[config.mk]
export PLATFORM = sky130hd
export DESIGN_NAME = gbf_alu_flags
export DESIGN_NICKNAME = d
export VERILOG_FILES = /design/src/rtl/gbf_pkg.sv /design/src/rtl/gbf_nib_chain.sv /design/src/rtl/gbf_flag_sel.sv /design/src/rtl/gbf_decadj.sv /design/src/rtl/gbf_alu_flags.sv
export SDC_FILE = /design/constraint.sdc
export NUM_CORES = 1
export LEC_CHECK = 0
export ABC_AREA = 0
export ABC_CLOCK_PERIOD_IN_PS = 12600
export BUFFER_PORTS_ARGS = -buffer_cell sky130_fd_sc_hd__buf_4
export CORE_MARGIN = 4
export CORE_UTILIZATION = 50
export DETAILED_ROUTE_END_ITERATION = 8
export GPL_ROUTABILITY_DRIVEN = 0
export PLACE_DENSITY = 0.93
export SLEW_MARGIN = 20
export SYNTH_ARGS = -nofsm -noshare
export SYNTH_HDL_FRONTEND = slang
export SYNTH_HIERARCHICAL = 1
export SYNTH_SLANG_ARGS = --single-unit
[constraint.sdc]
create_clock -name vclk -period 12.6
set_clock_uncertainty 0.05 [all_clocks]
set_input_delay 2.52 -clock vclk [all_inputs]
set_output_delay 2.52 -clock vclk [all_outputs]
set_load 0.02 [all_outputs]
[src/rtl/gbf_pkg.sv]
package gbf_pkg;

    localparam int unsigned DATA_W  = 16;
    localparam int unsigned BYTE_W  = 8;
    localparam int unsigned NIB_W   = 4;
    localparam int unsigned SLICES  = DATA_W / NIB_W;

    typedef enum logic [2:0] {
        OP_ADD8    = 3'd0,
        OP_ADD16   = 3'd1,
        OP_SPOFS   = 3'd2,
        OP_HLSPOFS = 3'd3,
        OP_INC16   = 3'd4,
        OP_DEC16   = 3'd5,
        OP_DECADJ  = 3'd6,
        OP_RSVD    = 3'd7
    } op_e;

    typedef struct packed {
        logic z;
        logic n;
        logic h;
        logic c;
    } flags_t;

    function automatic logic [DATA_W-1:0] sext_byte(input logic [BYTE_W-1:0] v);
        return {{(DATA_W-BYTE_W){v[BYTE_W-1]}}, v};
    endfunction

    function automatic logic is_sp_form(input op_e op);
        return (op == OP_SPOFS) || (op == OP_HLSPOFS);
    endfunction

endpackage

[src/rtl/gbf_nib_chain.sv]
module gbf_nib_chain #(
    parameter int unsigned W   = 16,
    parameter int unsigned NIB = 4
) (
    input  logic [W-1:0]     a,
    input  logic [W-1:0]     b,
    output logic [W-1:0]     sum,
    output logic [W/NIB:0]   carry
);
    localparam int unsigned NS = W / NIB;

    assign carry[0] = 1'b0;

    for (genvar g = 0; g < NS; g++) begin : g_slice
        assign {carry[g+1], sum[g*NIB +: NIB]} =
            {1'b0, a[g*NIB +: NIB]} + {1'b0, b[g*NIB +: NIB]} + {{NIB{1'b0}}, carry[g]};
    end

endmodule

[src/rtl/gbf_flag_sel.sv]
module gbf_flag_sel
    import gbf_pkg::*;
(
    input  op_e                 op,
    input  logic [SLICES:0]     carry,
    input  logic [BYTE_W-1:0]   sum_lo,
    input  flags_t              fin,
    output flags_t              fout
);
    always_comb begin
        fout = fin;
        unique case (op)
            OP_ADD8: begin
                fout.z = (sum_lo == '0);
                fout.n = 1'b0;
                fout.h = carry[1];
                fout.c = carry[2];
            end
            OP_ADD16: begin
                fout.n = 1'b0;
                fout.h = carry[SLICES-1];
                fout.c = carry[SLICES];
            end
            OP_SPOFS, OP_HLSPOFS: begin
                fout.z = 1'b0;
                fout.n = 1'b0;
                fout.h = carry[1];
                fout.c = carry[2];
            end
            default: fout = fin;
        endcase
    end

endmodule

[src/rtl/gbf_decadj.sv]
module gbf_decadj
    import gbf_pkg::*;
(
    input  logic [BYTE_W-1:0] a,
    input  logic              h_in,
    input  logic              c_in,
    output logic [BYTE_W-1:0] r,
    output logic              c_out
);
    logic [BYTE_W-1:0] corr;
    logic              hi_fix;
    logic              lo_fix;

    always_comb begin
        hi_fix = c_in || (a > 8'h99);
        lo_fix = h_in || (a[NIB_W-1:0] > 4'd9);
        corr   = {hi_fix ? 4'h6 : 4'h0, lo_fix ? 4'h6 : 4'h0};
        r      = a + corr;
        c_out  = hi_fix;
    end

    always_comb begin
        if (c_in) begin
            AST_DADJ_CARRY_STICKY: assert (c_out) else $error("carry dropped");
        end
    end

endmodule

[src/rtl/gbf_alu_flags.sv]
module gbf_alu_flags
    import gbf_pkg::*;
(
    input  logic [2:0]        op_sel,
    input  logic [15:0]       opa,
    input  logic [15:0]       opb,
    input  logic [3:0]        flags_in,
    output logic [15:0]       result,
    output logic [3:0]        flags_out
);
    op_e               op;
    flags_t            fin;
    flags_t            fadd;
    flags_t            fres;
    logic [DATA_W-1:0] add_a;
    logic [DATA_W-1:0] add_b;
    logic [DATA_W-1:0] add_sum;
    logic [SLICES:0]   add_carry;
    logic [BYTE_W-1:0] da_r;
    logic              da_c;

    assign op  = op_e'(op_sel);
    assign fin = flags_t'(flags_in);

    always_comb begin
        unique case (op)
            OP_ADD8: begin
                add_a = {{(DATA_W-BYTE_W){1'b0}}, opa[BYTE_W-1:0]};
                add_b = {{(DATA_W-BYTE_W){1'b0}}, opb[BYTE_W-1:0]};
            end
            OP_ADD16: begin
                add_a = opa;
                add_b = opb;
            end
            OP_SPOFS, OP_HLSPOFS: begin
                add_a = opa;
                add_b = sext_byte(opb[BYTE_W-1:0]);
            end
            OP_INC16: begin
                add_a = opa;
                add_b = DATA_W'(1);
            end
            OP_DEC16: begin
                add_a = opa;
                add_b = '1;
            end
            default: begin
                add_a = opa;
                add_b = '0;
            end
        endcase
    end

    gbf_nib_chain #(.W(DATA_W), .NIB(NIB_W)) u_chain (
        .a     (add_a),
        .b     (add_b),
        .sum   (add_sum),
        .carry (add_carry)
    );

    gbf_flag_sel u_fsel (
        .op     (op),
        .carry  (add_carry),
        .sum_lo (add_sum[BYTE_W-1:0]),
        .fin    (fin),
        .fout   (fadd)
    );

    gbf_decadj u_dadj (
        .a     (opa[BYTE_W-1:0]),
        .h_in  (fin.h),
        .c_in  (fin.c),
        .r     (da_r),
        .c_out (da_c)
    );

    always_comb begin
        if (op == OP_DECADJ) begin
            result = {{(DATA_W-BYTE_W){1'b0}}, da_r};
            fres   = '{z: (da_r == '0), n: fin.n, h: 1'b0, c: da_c};
        end else if (op == OP_ADD8) begin
            result = {{(DATA_W-BYTE_W){1'b0}}, add_sum[BYTE_W-1:0]};
            fres   = fadd;
        end else begin
            result = add_sum;
            fres   = fadd;
        end
    end

    assign flags_out = fres;

    always_comb begin
        if (op == OP_INC16 || op == OP_DEC16 || op == OP_RSVD) begin
            AST_KEEP_FLAGS: assert (flags_out == flags_in) else $error("flags moved");
        end
        if (op == OP_ADD16) begin
            AST_ADD16_ZN: assert (flags_out[3] == flags_in[3] && !flags_out[2]) else $error("add16 Z/N");
        end
        if (is_sp_form(op)) begin
            AST_SPOFS_ZN: assert (flags_out[3:2] == 2'b00) else $error("offset Z/N");
        end
        if (op == OP_ADD8) begin
            AST_ADD8_HIGH: assert (result[15:8] == 8'h00) else $error("add8 high byte");
        end
        if (op == OP_DECADJ) begin
            AST_DADJ_HCLR: assert (!flags_out[1] && result[15:8] == 8'h00) else $error("dadj H");
        end
    end

endmodule

==> results.md, run 1 <==
* Hold path depth at 3
* Seq_cells at 0
* CP max FO at 28
* Status: finished clean
* Core ar. at 2480 µm²
* Synthesized Nets at 228
* # hold bufs at CTS at 0
* Worst Path Required at 10030 ps
* Post-CTS setup buffers at 0
* Layout cells sized above 1 at around a third
* Die width at 59.1 µm
* Delay-heaviest family, CP: adder cells
* First-pass GRT wire length at 5400 µm
* CP Capture Type: output pin
* Routed via count at 1298
* Largest net degree at the start of global routing at 29
* Crit Path Category: input port to output pin
* Layout Cells excl Fill at 249
* Pre-CTS setup slack at 2120 ps
* DRC at 0
* Post-DR vias/cell at 5.21
* Cell count after synthesis at 164
* Pwr per Cell Area at between 60 and 70 nW/µm²
* Row Count at 18
* I/O Buffers at 59
* DP HPWL at 2850 µm
* Layout area overhead at 34.5%
* Initial Utilization at 52.8%
* Initial DRC count at 46
* Final Cell Area at 1760 µm²
* Tcrit/Tclk final at 83.1%
* Final Hold Viols at 0
* DP Area at roughly 1800 µm²
* DRT Pass-1 Iters at 4
* I/O Pins at 59
* Mapped Area at 1310 µm²
* Sequential cell area at 0 µm²
* Yosys warnings at 6
* Number of global-route vias before repair at between 1k and 1.5k
* Tmin final at 10460 ps
* Unrepaired setup endpoints after global routing: false
* Relative max-transition margin at between 60% and 70%
* CTS-repair resized insts at 0
* # clk buffers at 0
* Crit path top cell by count: fa_1
* Crit. Startpoint: op_sel[2]
* Crit path DAT at 7890 ps
* Pleak at just under 1 nW
* Pins Over Slew Limit at 0
* Total Wirelength at 3230 µm
* Max Freq at 95.6 MHz
* Layout fillers at 215
* Wire per inst at 13.0 µm
* Max incr delay on CP at 470 ps
* Crit path launch type: input port
* Fin Hold WS at 5330 ps
* Critical path depth in cells at 25
* Cell type of the slowest stage on the worst timing path: fa_1
* Die area at between 3000 and 4000 µm²
* Final nets at 285
* Worst min-delay path class: input port to output pin
* Tot GR Track Use at between 10% and 20%
* Ant. Diodes at 0
* Final Setup Violations at 0
* Max cap viols at 0
* Initial antenna violation count at 0
* Maximum VDD drop at 45.4 µV
* Hold path startpoint: flags_in[2]
* Total buffers and inverters traversed by the critical path at 4
* GRT overflow at 0
* Synth Area per Inst at between 7 and 8 µm²
* Setup_tns at 0 ps
* Die span in y at roughly 60 µm
* Antenna Nets Post-Route at 0
* Worst-Margin Slew at 559 ps
* Placed Cells at 249
* Final worst slack at 2140 ps
-- worst paths after layout --
kind                  endpoint
setup / recovery  flags_out[0]
hold / removal    flags_out[2]
-- metrics by stage --
stage               total power (W)  utilization, %
floorplan                 0.0000740               -
global placement           0.000113            71.0
detailed placement         0.000116            71.0
CTS                        0.000116            71.0
global route               0.000126            71.0
finish                     0.000116            71.0
-- cell usage in the layout (no fill, tap or decap), drive strengths merged, types with 3 or more instances in the layout --
master   n
a21oi    5
nor4     4
xor2     5
nor2    10
o21ai   21
ha      17
fa       8
nor2b   17
inv     17
nand2    7
xnor2    9
a21o    11
mux2i    3
nand3b   3
mux2    10
nand2b   3
buf     59
-- final cells by class --
| cell class | instances | area (µm²) | area share (%) |
|---|---|---|---|
| Timing Repair Buffer | 59 | 443 | 25.2 |
| Tap cell | 30 | 37.5 | 2.13 |
| Multi-Input combinational cell | 143 | 1210 | 69.1 |
| Inverter | 17 | 63.8 | 3.63 |
-- power breakdown --
group / total, W / internal, W / switching (W)
logic: 0.000116 / 0.0000574 / 0.0000581
registers: 0 / 0 / 0
clock network: 0 / 0 / 0
-- per-layer routing --
metal	vias to the layer above	wire length, µm	track usage [%]
li1	677	-	-
met5	-	0	0
met1	566	1360	25.3
met3	2	235	1.74
met4	0	7	2.27
met2	53	1630	33.3
(Power assumes the default switching activity.)
==> inputs of run 2 (changes only) <==
- ABC_CLOCK_PERIOD_IN_PS: 12600 -> 9820
- clock period: 12.6 -> 9.82 ns (I/O delays scaled with it)
==> results.md, run 2 (synthesis gave the netlist of run 1 again) <==
* Total buffers and inverters traversed by the critical path at 4
* Initial DRC count at 56
* CP Capture Type: output pin
* Crit path launch type: input port
* Largest net degree at the start of global routing at 29
* Setup_tns at 0 ps
* Final nets at 285
* Post-DR vias/cell at ~5.3
* Tmin final at 9350 ps
* Worst Path Required at around 7800 ps
* Final Hold Viols at 0
* CP max FO at 28
* I/O Buffers at 59
* First-pass GRT wire length at 5460 µm
* Post-CTS setup buffers at 0
* DRC at 0
* # clk buffers at 0
* Design Power at 0.000149 W
* Tcrit/Tclk final at 95.3%
* Worst min-delay path class: input port to output pin
* DRT Pass-1 Iters at 4
* I/O Pins at 59
* Initial Utilization at 52.8%
* Hold path depth at 3
* Pleak at a little under 1 nW
* Crit path DAT at about 7300 ps
* Crit Path Category: input port to output pin
* Max cap viols at 0
* Hold path startpoint: flags_in[2]
* Clock power share at 0%
* Worst-Margin Slew at ~540 ps
* Antenna Nets Post-Route at 0
* Final Cell Area at 1760 µm²
* Uppermost layer routed: met4
* Die area at 3500 µm²
* Unrepaired setup endpoints after global routing: false
* Cell type of the slowest stage on the worst timing path: fa_1
* Maximum VDD drop at 67.0 µV
* Sequential share of power at 0%
* Max Freq at about 110 MHz
* Die width at 59.1 µm
* Layout area overhead at 34.5%
* Final worst slack at 466 ps
* # hold bufs at CTS at 0
* Delay-heaviest family, CP: adder cells
* Final Setup Violations at 0
* Relative max-transition margin at 63.6%
* Routed via count at 1323
* Sequential cell area at 0 µm²
* Status: finished clean
* Switch share at 50.5%
* Number of global-route vias before repair at 1267
* Ant. Diodes at 0
* Internal Power at 0.0000737 W
* P_sw at 0.0000752 W
* Tot GR Track Use at 19.1%
* Hold endpoint: flags_out[2]
* Crit path top cell by count: fa_1
* Initial antenna violation count at 0
* Final core occ at 71.0%
* Met2 routed WL at 1700 µm
* DP HPWL at 2880 µm
* Core ar. at 2480 µm²
* Commonest non-fill, non-tap cells in the layout: 59 x buf_4, 21 x o21ai_0, 17 x inv_1, 17 x nor2b_1, 17 x ha_1
* Met3 wire len at 207 µm
* Comb power frac at 100.0%
* Total Wirelength at 3310 µm
* Pins Over Slew Limit at 0
* Max incr delay on CP at 470 ps
* Commonest non-fill, non-tap cell in the layout: buf_4
* GRT overflow at 0
* Die span in y at 59.1 µm
* Layout cells sized above 1 at 35.2%
* Pre-CTS setup slack at about 460 ps
* Pwr per Cell Area at 84.6 nW/µm²
* Row Count at 18
* Seq_cells at 0
* Met1 wire length at 1390 µm
* CTS-repair resized insts at 0
* Wire per inst at 13.3 µm
* DP Area at 1760 µm²
run 2: layer usage:
layer  GRT usage [%]  up-vias
met1            25.3      590
met4            1.29        0
met5               0        -
met2            35.5       51
met3           0.871        4
li1                -      678
run 2: worst max-delay path by stage:
stage | start | end | slack (ps) | cells after the start
after floorplan | op_sel[2] | flags_out[0] | 950 | 25
after global placement | op_sel[2] | flags_out[0] | 630 | 25
after detailed placement | op_sel[2] | flags_out[0] | 460 | 25
after CTS | op_sel[2] | flags_out[0] | 460 | 25
after global routing | op_sel[2] | flags_out[0] | 60 | 25
final | op_sel[2] | flags_out[0] | 470 | 25
run 2: area by class of cell:
cell class | count | area [µm²]
fillers | 204 | 718
inverters | 17 | 63.8
multi-input cells | 143 | 1210
well taps | 30 | 37.5
repair buffers | 59 | 443
run 2: metrics by stage:
stage / std cells / hold WS (ps)
detailed placement: 249 / 4220
CTS: 249 / 4220
global route: 249 / 4240
finish: 249 / 4220
global placement: 249 / 4210
floorplan: 164 / 4040
run 2: worst min-delay path, cell delays in order:
cell	delay [ps]
buf_4	80
mux2_4	130
buf_4	130
run 2: power by group through the flow:
stage	Clock [W]	Sequential [W]	Combinational (W)
4_1_cts	0	0	0.000149
2_1_floorplan	0	0	0.0000950
3_5_place_dp	0	0	0.000148
5_1_grt	0	0	0.000162
3_3_place_gp	0	0	0.000146
6_report	0	0	0.000149
